[src/rtl/line_err_bank.sv]
module line_err_bank #(
  parameter int NCNT       = 4,
  parameter int CW         = 16,
  parameter int AW         = 4,
  parameter int SW         = 8,
  parameter int SETTLE_RST = 4
) (
  input  logic            clk,
  input  logic            rst_n,
  input  logic [NCNT-1:0] inc,
  input  logic            tick,
  input  logic            wr_en,
  input  logic            rd_en,
  input  logic [AW-1:0]   addr,
  input  logic [7:0]      wdata,
  output logic [7:0]      rdata,
  output logic            irq,
  output logic            busy
);
  localparam int IW = (NCNT > 1) ? $clog2(NCNT) : 1;
  localparam logic [CW-1:0] CMAX = {CW{1'b1}};
  localparam logic [AW-1:0] A_CTRL = AW'(0);
  localparam logic [AW-1:0] A_FRZ  = AW'(1);
  localparam logic [AW-1:0] A_STAT = AW'(2);
  localparam logic [AW-1:0] A_SETL = AW'(3);
  localparam logic [AW-1:0] A_CNT  = AW'(8);

  logic            mode_q, irq_q;
  logic [NCNT-1:0] frz_q;
  logic [SW-1:0]   settle_q, busy_q;
  logic [7:0]      shadow_q, rdata_q;
  logic [CW-1:0]   cnt_q  [NCNT];
  logic [CW-1:0]   hold_q [NCNT];

  wire wr_ctrl = wr_en && addr == A_CTRL;
  wire wr_frz  = wr_en && addr == A_FRZ;
  wire wr_stat = wr_en && addr == A_STAT;
  wire wr_setl = wr_en && addr == A_SETL;
  wire latch   = mode_q && tick;

  wire [NCNT-1:0] frz_next = wr_frz ? wdata[NCNT-1:0] : frz_q;
  wire [NCNT-1:0] frz_rise = frz_next & ~frz_q & {NCNT{~mode_q}};

  wire [AW-1:0] off    = addr - A_CNT;
  wire [IW-1:0] sel    = off[IW:1];
  wire          in_cnt = addr >= A_CNT && off < AW'(2 * NCNT);

  assign rdata = rdata_q;
  assign irq   = irq_q;
  assign busy  = busy_q != '0;

  always_ff @(posedge clk or negedge rst_n) begin
    if (!rst_n) begin
      mode_q   <= 1'b0;
      frz_q    <= '0;
      settle_q <= SW'(SETTLE_RST);
    end else begin
      if (wr_ctrl) mode_q <= wdata[0];
      frz_q <= frz_next;
      if (wr_setl) settle_q <= wdata[SW-1:0];
    end
  end

  always_ff @(posedge clk or negedge rst_n) begin
    if (!rst_n)                irq_q <= 1'b0;
    else if (latch)            irq_q <= 1'b1;
    else if (wr_stat && wdata[0]) irq_q <= 1'b0;
  end

  always_ff @(posedge clk or negedge rst_n) begin
    if (!rst_n)             busy_q <= '0;
    else if (latch)         busy_q <= settle_q;
    else if (busy_q != '0)  busy_q <= busy_q - 1'b1;
  end

  for (genvar g = 0; g < NCNT; g++) begin : g_cnt
    wire halted = ~mode_q & frz_q[g];

    always_ff @(posedge clk or negedge rst_n) begin
      if (!rst_n) begin
        cnt_q[g]  <= '0;
        hold_q[g] <= '0;
      end else if (latch) begin
        hold_q[g] <= cnt_q[g];
        cnt_q[g]  <= CW'(inc[g]);
      end else if (frz_rise[g]) begin
        hold_q[g] <= cnt_q[g];
        cnt_q[g]  <= '0;
      end else if (inc[g] && !halted && cnt_q[g] != CMAX) begin
        cnt_q[g]  <= cnt_q[g] + 1'b1;
      end
    end


    latch_copy_chk: assert property (@(posedge clk) disable iff (!rst_n)
      latch |=> hold_q[g] == $past(cnt_q[g]));

    restart_one_chk: assert property (@(posedge clk) disable iff (!rst_n)
      latch && inc[g] |=> cnt_q[g] == CW'(1));

    no_wrap_chk: assert property (@(posedge clk) disable iff (!rst_n)
      cnt_q[g] == CMAX && !latch && !frz_rise[g] |=> cnt_q[g] == CMAX);

    frozen_still_chk: assert property (@(posedge clk) disable iff (!rst_n)
      !mode_q && frz_q[g] |=> $stable(cnt_q[g]));
  end

  always_ff @(posedge clk or negedge rst_n) begin
    if (!rst_n) begin
      rdata_q  <= '0;
      shadow_q <= '0;
    end else if (rd_en) begin
      if (in_cnt) begin
        if (!off[0]) begin
          rdata_q  <= hold_q[sel][7:0];
          shadow_q <= hold_q[sel][CW-1:8];
        end else begin
          rdata_q  <= shadow_q;
        end
      end else begin
        case (addr)
          A_CTRL:  rdata_q <= {7'd0, mode_q};
          A_FRZ:   rdata_q <= 8'(frz_q);
          A_STAT:  rdata_q <= {6'd0, busy, irq_q};
          A_SETL:  rdata_q <= 8'(settle_q);
          default: rdata_q <= '0;
        endcase
      end
    end
  end


  irq_sticky_chk: assert property (@(posedge clk) disable iff (!rst_n)
    irq_q && !(wr_stat && wdata[0]) |=> irq_q);

  busy_start_chk: assert property (@(posedge clk) disable iff (!rst_n)
    latch && settle_q != '0 |=> busy);

  manual_tick_chk: assert property (@(posedge clk) disable iff (!rst_n)
    !mode_q && tick && !irq_q |=> !irq_q);

  rdata_hold_chk: assert property (@(posedge clk) disable iff (!rst_n)
    !rd_en |=> $stable(rdata_q));
endmodule

[config.mk]
export PLATFORM = sky130hd
export DESIGN_NAME = line_err_bank
export DESIGN_NICKNAME = d
export VERILOG_FILES = /design/src/rtl/line_err_bank.sv
export SDC_FILE = /design/constraint.sdc
export NUM_CORES = 1
export LEC_CHECK = 0
export ABC_AREA = 1
export BUFFER_PORTS_ARGS = -buffer_cell sky130_fd_sc_hd__buf_2
export CORE_MARGIN = 3
export CORE_UTILIZATION = 35
export DETAILED_ROUTE_END_ITERATION = 16
export GPL_TIMING_DRIVEN = 0
export SETUP_SLACK_MARGIN = 0.4
export SYNTH_ARGS = -nofsm -noshare
export SYNTH_HDL_FRONTEND = slang
export SYNTH_SLANG_ARGS = --single-unit
export TNS_END_PERCENT = 10
[constraint.sdc]
create_clock -name clk -period 2.2 [get_ports clk]
set_input_delay 0.44 -clock clk [delete_from_list [all_inputs] [get_ports clk]]
set_output_delay 0.44 -clock clk [all_outputs]
set_load 0.05 [all_outputs]
==> flow_summary.toml, run 1 <==
[logic_synthesis]
synth.most_common_cell = "nand2_1"
async_reset_ff_share_pct = 100
synthTopCellsByArea = "dfrtp_1 (47%), nand2_1 (15%), nor2_1 (5.3%), inv_1 (4.8%), o21ai_0 (4.6%)"
postSynthAreaPerCell_um2 = 7.62
synthCells = 1159
synthTopCellsByCount = "nand2_1 (348), dfrtp_1 (165), nor2_1 (124), inv_1 (112), o21ai_0 (82)"
netlist_area_um2 = 8830
synth_seq_cells = 166
yosys.area.top_type = "dfrtp_1"
synthFlopType = "dfrtp_1"
yosysUniqueCellTypes = 45
seq_area_frac_synth_pct = 47.0
synth_top_cell_area_share_pct = 46.7
syn_nets = 1185
synth-warning-count = 0
synth-edff-count = 0

[global_routing]
use_met2_pct = 28.4
grt_overflow_total = 0
antenna_found_initial = 1
use_met3_pct = 3.09
grtUsageTotal_pct = 18.2
grt_pass1_vias = 7475
top_usage_layer = "met2"
use_met1_pct = 25.7
grt_pass1_wl_um = 39100
grt_start_max_net_pins = 104

[clock_network]
cts_sinks = 166
cts-root-buf = "clkbuf_16"
cts_inserted_buffers = 17
cts_tree = "yes"
clk_pin_slew_worst_paths_ns = 0.07
htree_levels = 4
clk_path_buf_depth = 2
insertion_delay_ns = 0.43

[setup_path]
worstPathCellList = "inv_2, ha_4, nand2_4, nor2_4, nand2_2, buf_8"
reg2reg_slack_ns = 0.39
arrival_ns = 1.46
crit_type = "flip-flop to output pin"
cp-start-kind = "flip-flop"
worst_setup_path_end_kind = "output pin"
crit-reg2reg-launch = "cnt_q[48]"
critPathMaxStageDelay_ns = 0.39
cp_slowest_cell = "dfrtp_1"
required_ns = 1.76
cp_max_fo = 3
reg2regPathDepth = 10
r2r_end = "cnt_q[48]"

[cells_and_area]
n_fill_cell = 2519
nets = 1253
drive_gt1_share_pct = 15.1
area_delta_synth_final_pct = 17.2
final_area_um2 = 10300

[routing]
drc = 0
dr.first_iter.drc_count = 701
drt_wl_total_um = 23800
wl_per_cell_um = 15.2
ant_nets = 0
routed_via_density = 5.02
dr.pass1.iters = 5
vias = 7856

[place]
post-dp-hpwl_um = 17300
place_congestion = 0.940
place.port_buffers = 29
dp_slack_ns = 0.188
detailed_place.area_um2 = 9420

[worst_hold_path]
hp-start = "wdata[5]"
hold_class = "input port to flip-flop"
min_to = "settle_q[5]"
min_path_cells = 2

[power]
p_int_mw = 6.45
pwr-share-clk_pct = 33.0
power_frac_seq_pct = 42.2
pwr-share-comb_pct = 24.8
irDropWorstVdd_mv = 0.534
p_leak_nw = 4.76
switching_share_pct = 33.5
switching_power_mw = 3.25
power_density_nw_per_um2 = 937

[sta]
period_needed_ns = 1.90
drv_slew = 0
fmax_mhz = 526
fin_skew_ns = 0.0111
fin_setup_tns_ns = 0
worst_slack_ns = 0.300
period_share_pct = 86.4
tightest_slew_ns = 0.649
rsz0062_at_grt = "yes"
whs_ns = 0.250
hold_viol = 0
maxSlewHeadroom_pct = 56.3
finalSetupViolCount = 0

[floorplan]
dieArea_um2 = 27200
io_pins = 31
start_util_pct = 36.0
die_h_um = 165
die_x_um = 165
rows = 57
coreArea_um2 = 24500

[outcome]
status = "finished, final reports clean"

[flow_run]
maxCapViolations = 0
-- registers in the layout, indices dropped and copies added, names as in the netlist --
name	flops
settle_q	8
mode_q	1
cnt_q	64
rdata	8
irq	1
frz_q	4
busy_q	8
hold_q	64
shadow_q	8
-- worst max-delay path, delay by kind of cell (launching register included) --
| family | cells | cell delay, ns |
|---|---|---|
| flops | 1 | 0.39 |
| simple gates | 3 | 0.24 |
| fa+ha+maj | 1 | 0.16 |
| buf+inv | 2 | 0.24 |
-- logic make-up after synthesis --
family / count (synthesis) / share of synthesized area, %
AOI/OAI and AO/OA: 189 / 12.1
xor gates and xnor gates: 15 / 1.49
adders and majority gates: 5 / 0.708
buffers and inverters: 160 / 7.83
DFF: 166 / 47.0
muxes: 5 / 0.637
and+or+nand+nor: 619 / 30.2
-- layout by cell type (no fill, tap or decap), types with 16 or more instances in the layout --
master | netlist | routed
a21oi_1 | 46 | 46
o21ai_2 | 15 | 16
o21ai_1 | 17 | 16
buf_2 | 18 | 42
nor3_1 | 16 | 16
buf_4 | 1 | 19
o21ai_0 | 82 | 82
dfrtp_1 | 165 | 161
nand4_1 | 32 | 32
inv_1 | 112 | 109
clkbuf_16 | 0 | 17
nand2_1 | 348 | 343
nor2_1 | 124 | 113
nand3_1 | 69 | 69
-- final cells by class --
class,count,area [um^2],share of cell area (%)
Tap cell,324,405,3.92
Clock buffer,20,467,4.51
Multi-Input combinational cell,833,4090,39.5
Inverter,119,459,4.44
Clock inverter,12,166,1.61
Antenna cell,1,2.50,0.0242
Buffer,41,265,2.56
Sequential cell,166,4160,40.2
Timing Repair Buffer,49,335,3.24
-- stage by stage --
step                      instances  utilization [%]  total power, mW
final                          1565             42.2             9.70
after global routing           1565             42.2             10.3
after CTS                      1551             41.3             9.52
after detailed placement       1513             38.4             6.22
after global placement         1512             38.3             6.17
after floorplan                1159                -             5.54
-- routing by layer --
layer / up-vias / share of wire [%]
li1: 3897 / -
met1: 3720 / 48
met2: 205 / 45
met3: 34 / 4.8
met4: 0 / 2.3
met5: - / 0
-- how the worst max path moves through the flow --
stage / start / cells after the start / end
after detailed placement: cnt_q[16] / 10 / cnt_q[29]
after CTS: busy_q[0] / 6 / busy
after global routing: busy_q[0] / 6 / busy
final: busy_q[0] / 6 / busy
after floorplan: cnt_q[16] / 10 / cnt_q[29]
after global placement: rst_n / 1 / rdata[4]
-- power by group through the flow --
stage | Combinational, mW | Sequential, mW | Clock, mW
floorplan | 1.48 | 4.07 | 0
global placement | 2.04 | 4.13 | 0
detailed placement | 2.09 | 4.14 | 0
CTS | 2.18 | 4.09 | 3.25
global route | 2.72 | 4.16 | 3.39
finish | 2.41 | 4.09 | 3.20
-- timing repair --
action / in CTS / in global routing
hold buffers: 1 / 0
endpoints found under the hold margin: 63 / 0
cloned: 0 / 1
setup endpoints to repair: 60 / 69
gates resized for setup: 13 / 39
buffers inserted: 5 / 12
pin swaps: 4 / 7
Note: power is estimated with default switching activity, not from simulation.
==> inputs of run 2 (changes only) <==
--- a/config.mk
+++ b/config.mk
@@ -8,9 +8,10 @@
 export ABC_AREA = 1
 export BUFFER_PORTS_ARGS = -buffer_cell sky130_fd_sc_hd__buf_2
 export CORE_MARGIN = 3
-export CORE_UTILIZATION = 35
+export CORE_UTILIZATION = 55
 export DETAILED_ROUTE_END_ITERATION = 16
 export GPL_TIMING_DRIVEN = 0
+export PLACE_DENSITY_LB_ADDON = 0.05
 export SETUP_SLACK_MARGIN = 0.4
 export SYNTH_ARGS = -nofsm -noshare
 export SYNTH_HDL_FRONTEND = slang
==> flow_summary.toml, run 2 (synthesis results as in run 1) <==
[floorplan]
die_x_um = 133
dieArea_um2 = 17600
io_pins = 31
coreArea_um2 = 15500
rows = 45
start_util_pct = 57.0
die_h_um = 133

[clock_network]
cts-root-buf = "clkbuf_16"
clk_path_buf_depth = 2
htree_levels = 4
cts_inserted_buffers = 17
clk_pin_slew_worst_paths_ns = 0.06
insertion_delay_ns = 0.43
cts_tree = "yes"
cts_sinks = 166

[sta]
maxSlewHeadroom_pct = 64.7
whs_ns = 0.249
tightest_slew_ns = 0.524
fmax_mhz = 512
rsz0062_at_grt = "yes"
period_needed_ns = 1.95
finalSetupViolCount = 0
drv_slew = 0
fin_skew_ns = 0.00854
hold_viol = 0
period_share_pct = 88.7

[routing]
wl_per_cell_um = 16.1
ant_nets = 0
routed_via_density = 5.42
drc = 0
vias = 7864
drt_wl_total_um = 23400
dr.first_iter.drc_count = 616
dr.pass1.iters = 6

[setup_path]
crit_type = "flip-flop to output pin"
path_depth = 6
cp_common_cell = "nand2_4"
worstPathCellList = "inv_2, ha_4, nand2_4, nor2_4, nand2_4, buf_8"
cp_slowest_cell = "dfrtp_1"
cp_top_family = "flip-flops"
arrival_ns = 1.51
reg2regPathDepth = 9
cp_max_fo = 3
endpoint = "busy"
cp-start-kind = "flip-flop"
r2r_end = "cnt_q[33]"
reg2reg_slack_ns = 0.42
crit-reg2reg-launch = "cnt_q[33]"
critPathMaxStageDelay_ns = 0.39
crit_buf_inv = 2
required_ns = 1.76
cp-startpoint = "busy_q[0]"
worst_setup_path_end_kind = "output pin"

[cells_and_area]
final_common_cell = "nand2_1"
layout_common_cells = "nand2_1 (343), dfrtp_1 (163), nor2_1 (114)"
top_regs = "cnt_q (64), hold_q (64)"
n_fill_cell = 1369
drive_gt1_share_pct = 15.0
final_area_um2 = 10200
area_delta_synth_final_pct = 15.2
regArea_um2 = 4160
multi_input_area_um2 = 4110
n_antenna_cell = 0
nets = 1254
fin_util_pct = 65.7

[worst_hold_path]
hold_class = "input port to flip-flop"

[place]
post-dp-hpwl_um = 16600
detailed_place.area_um2 = 9280
place.port_buffers = 29
place_congestion = 0.916

[power]
power_density_nw_per_um2 = 934
irDropWorstVdd_mv = 0.562
p_total_mw = 9.50
p_leak_nw = 4.74

[global_routing]
grt_pass1_wl_um = 37900
antenna_found_initial = 0
grt_overflow_total = 0
grt_start_max_net_pins = 102
grt_pass1_vias = 7297
grtUsageTotal_pct = 26.9

[flow_run]
maxCapViolations = 0

[outcome]
status = "finished, final reports clean"
run 2: cell count changes in the layout (fill, tap and decap cells not counted), moves of 2 or more:
cell / previous run / this run
buf_6: 11 / 9
clkbuf_8: 3 / 0
clkinvlp_4: 6 / 8
dfrtp_1: 161 / 163
dfrtp_2: 4 / 2
nor2_2: 12 / 9
nor2_4: 9 / 11
run 2: worst min-delay path by stage:
stage                     from  cells after the start          end
floorplan                rst_n                      0    busy_q[0]
global placement    hold_q[10]                      2   hold_q[10]
detailed placement       rst_n                      1    busy_q[4]
CTS                   wdata[5]                      2  settle_q[5]
global route          wdata[5]                      2  settle_q[5]
finish                wdata[5]                      2  settle_q[5]
run 2: final cells by class:
cell class	instances	share of cell area, %
repair buffers	50	3.35
well taps	211	2.60
flip-flops and latches	166	40.9
inverters	119	4.51
clock inverters	14	1.51
multi-input cells	833	40.4
plain buffers	41	2.53
clock buffers	18	4.22
run 2: repair_timing:
action,CTS,global route
pin swaps,3,7
gates resized for setup,16,36
gates cloned,0,2
hold endpoints to repair,64,0
endpoints found under the setup margin,60,66
setup buffers,6,11
hold buffers,1,0
run 2: power by group:
group / switching, mW / internal (mW) / total (mW)
Clock: 1.28 / 1.68 / 2.96
Sequential: 0.469 / 3.62 / 4.09
Combinational: 1.51 / 0.942 / 2.45
Total: 3.26 / 6.24 / 9.50
run 2: per-layer routing:
metal	GRT usage, %	vias to the layer above	part of all wire, %
met5	0	-	0
met4	7.68	0	1.9
met3	5.48	39	4.4
met2	41.3	205	46
met1	39.1	3711	48
li1	-	3909	-
run 2: stage by stage:
step | instances | TNS [ns] | setup slack (ns)
final | 1452 | 0 | 0.248
after floorplan | 1159 | 0 | 0.517
after CTS | 1439 | 0 | 0.251
after global routing | 1452 | 0 | 0.195
after global placement | 1399 | -322.68 | -1.96
after detailed placement | 1400 | 0 | 0.213
run 2: worst register-to-register path: cells and delay by family (launching register included):
family                     cells  cell delay, ns
AOI/OAI and AO/OA              1            0.17
adders and majority gates      1            0.23
buffers and inverters          1            0.26
DFF                            1            0.42
and+or+nand+nor                6            0.63
==> inputs of run 3 (changes only) <==
--- a/config.mk
+++ b/config.mk
@@ -5,7 +5,6 @@
 export SDC_FILE = /design/constraint.sdc
 export NUM_CORES = 1
 export LEC_CHECK = 0
-export ABC_AREA = 1
 export BUFFER_PORTS_ARGS = -buffer_cell sky130_fd_sc_hd__buf_2
 export CORE_MARGIN = 3
 export CORE_UTILIZATION = 55
==> constraint.sdc (replaced) <==
create_clock -name clk -period 2.4 [get_ports clk]
set_input_delay 0.48 -clock clk [delete_from_list [all_inputs] [get_ports clk]]
set_output_delay 0.48 -clock clk [all_outputs]
set_load 0.05 [all_outputs]
==> flow_summary.toml, run 3 <==
[logic_synthesis]
synthTopCellsByArea = "dfrtp_1 (50%), mux2_2 (8.0%), nand2_1 (5.6%), mux4_2 (4.3%), xnor2_1 (4.1%)"
synth-edff-count = 0
synth.most_common_cell = "dfrtp_1"
async_reset_ff_share_pct = 100
synthTopCellsByCount = "dfrtp_1 (165), nand2_1 (123), nor2_1 (67), mux2_2 (59), xnor2_1 (39)"
yosys.area.top_type = "dfrtp_1"
synth_seq_cells = 166
seq_area_frac_synth_pct = 50.1
synth_top_cell_area_share_pct = 49.8
syn_nets = 802
netlist_area_um2 = 8300
synth-warning-count = 0
synthFlopType = "dfrtp_1"
synthCells = 776
yosysUniqueCellTypes = 69
postSynthAreaPerCell_um2 = 10.7

[sta]
finalSetupViolCount = 1
drv_slew = 0
period_needed_ns = 2.42
fmax_mhz = 413
fin_skew_ns = 0.00948
period_share_pct = 101
hold_viol = 1
rsz0062_at_grt = "yes"
whs_ns = -0.00734
maxSlewHeadroom_pct = 55.2
tightest_slew_ns = 0.672
worst_slack_ns = -0.0239

[clock_network]
cts_tree = "yes"
clk_pin_slew_worst_paths_ns = 0.06
cts-root-buf = "clkbuf_16"
insertion_delay_ns = 0.42
clk_path_buf_depth = 2
cts_sinks = 166
cts_inserted_buffers = 17
htree_levels = 4
hold_buffers = 0

[routing]
dr.first_iter.drc_count = 480
vias = 6101
wl_per_cell_um = 18.8
drt_wl_total_um = 19400
ant_nets = 0
routed_via_density = 5.92
drc = 0
dr.pass1.iters = 5

[floorplan]
io_pins = 31
coreArea_um2 = 14600
dieArea_um2 = 16600
start_util_pct = 56.6
die_h_um = 129
die_x_um = 129
rows = 44

[setup_path]
critPathMaxStageDelay_ns = 0.47
crit_type = "flip-flop to output pin"
cp_max_fo = 2
reg2reg_slack_ns = 0.49
cp-start-kind = "flip-flop"
arrival_ns = 1.94
required_ns = 1.92
worstPathCellList = "inv_2, ha_4, or4b_4, nor2b_4, buf_6, clkinvlp_4, buf_8"
worst_setup_path_end_kind = "output pin"
crit-reg2reg-launch = "mode_q"
reg2regPathDepth = 6
r2r_end = "hold_q[3]"
cp_slowest_cell = "or4b_4"

[cells_and_area]
top_regs = "cnt_q (64), hold_q (64)"
drive_gt1_share_pct = 25.4
layout_common_cells = "dfrtp_1 (163), nand2_1 (122), nor2_1 (67)"
nets = 860
regArea_um2 = 4160
finalNonFillerCells = 1030
final_common_cell = "dfrtp_1"
n_antenna_cell = 0
multi_input_area_um2 = 3920
n_fill_cell = 1162
area_delta_synth_final_pct = 14.4

[global_routing]
grt_start_max_net_pins = 97
grt_pass1_vias = 5928
grt_overflow_total = 0
antenna_found_initial = 0
grtUsageTotal_pct = 24.8
grt_pass1_wl_um = 31800

[place]
dp_slack_ns = 0.159
place_inst = 989
place.port_buffers = 28
place_congestion = 0.906
post-dp-hpwl_um = 14100

[power]
irDropWorstVdd_mv = 0.588
p_leak_nw = 4.31
power_density_nw_per_um2 = 838
p_total_mw = 7.96

[outcome]
violations = "hold timing, setup timing"
status = "finished, violations left"

[worst_hold_path]
hold_class = "input port to asynchronous set/reset pin"

[flow_run]
maxCapViolations = 0
## run 3: changes by cell type after synthesis, moves of 14 or more
| cell | previous run | this run |
|---|---|---|
| a21oi_1 | 46 | 32 |
| inv_1 | 112 | 17 |
| mux2_2 | 5 | 59 |
| mux4_2 | 0 | 16 |
| nand2_1 | 348 | 123 |
| nand3_1 | 69 | 24 |
| nand4_1 | 32 | 15 |
| nor2_1 | 124 | 67 |
| o21ai_0 | 82 | 16 |
| o21ai_1 | 17 | 0 |
| o21ai_2 | 15 | 0 |
| xnor2_1 | 4 | 39 |
## run 3: worst max path at each step
stage	from	endpoint	slack (ns)
floorplan	busy_q[1]	busy	0.33
global placement	rst_n	cnt_q[58]	-1.63
detailed placement	addr[0]	cnt_q[42]	0.16
CTS	busy_q[0]	busy	-0.02
global route	busy_q[1]	busy	-0.1
finish	busy_q[1]	busy	-0.02
## run 3: worst max-delay path, delay by kind of cell (launching register included)
| family | cells | cell delay [ns] |
|---|---|---|
| and+or+nand+nor | 2 | 0.59 |
| buffers and inverters | 4 | 0.41 |
| adders and majority gates | 1 | 0.13 |
| DFF | 1 | 0.39 |
## run 3: cell families after synthesis
kind of cell             count (synthesis)  share of synthesized area [%]
multiplexers                            85                           13.6
AO/OA/AOI/OAI                           97                           7.74
buffers and inverters                   57                           3.30
AND/OR/NAND/NOR                        323                           20.0
adder cells (fa/ha/maj)                  5                          0.754
flip-flops                             166                           50.1
XOR/XNOR                                43                           4.54
## run 3: where the power goes
| group | internal [mW] | total, mW | switching, mW |
|---|---|---|---|
| combinational | 0.723 | 1.58 | 0.854 |
| sequential | 3.22 | 3.65 | 0.435 |
| clock | 1.64 | 2.73 | 1.09 |
| total | 5.58 | 7.96 | 2.38 |
## run 3: layer usage
layer / up-vias / global-route usage (%) / share of wire [%]
li1: 2874 / - / -
met1: 3046 / 34.8 / 45
met2: 162 / 39.9 / 49
met3: 19 / 5.40 / 4.7
met4: 0 / 5.81 / 1.2
met5: - / 0 / 0
## run 3: through the flow
| step | cell area (um^2) | TNS (ns) | util, % |
|---|---|---|---|
| after floorplan | 8310 | 0 | - |
| after global placement | 8680 | -266.44 | 59.2 |
| after detailed placement | 8710 | 0 | 59.5 |
| after CTS | 9360 | -0.0221 | 63.9 |
| after global routing | 9490 | -0.0987 | 64.8 |
| final | 9490 | -0.0239 | 64.8 |
## run 3: area by class of cell
cell class | instances | area share [%]
repair buffers | 39 | 3.03
clock inverters | 7 | 1.00
inverters | 17 | 0.712
well taps | 184 | 2.43
multi-input cells | 553 | 41.3
plain buffers | 40 | 2.52
flip-flops and latches | 166 | 43.8
clock buffers | 24 | 5.18
## run 3: repair_timing
| item | in CTS | in global routing |
|---|---|---|
| gates cloned | 0 | 0 |
| setup endpoints to repair | 37 | 101 |
| endpoints found under the hold margin | 0 | 0 |
| pin swaps | 2 | 6 |
| resized for setup | 7 | 27 |
| setup buffers | 4 | 6 |
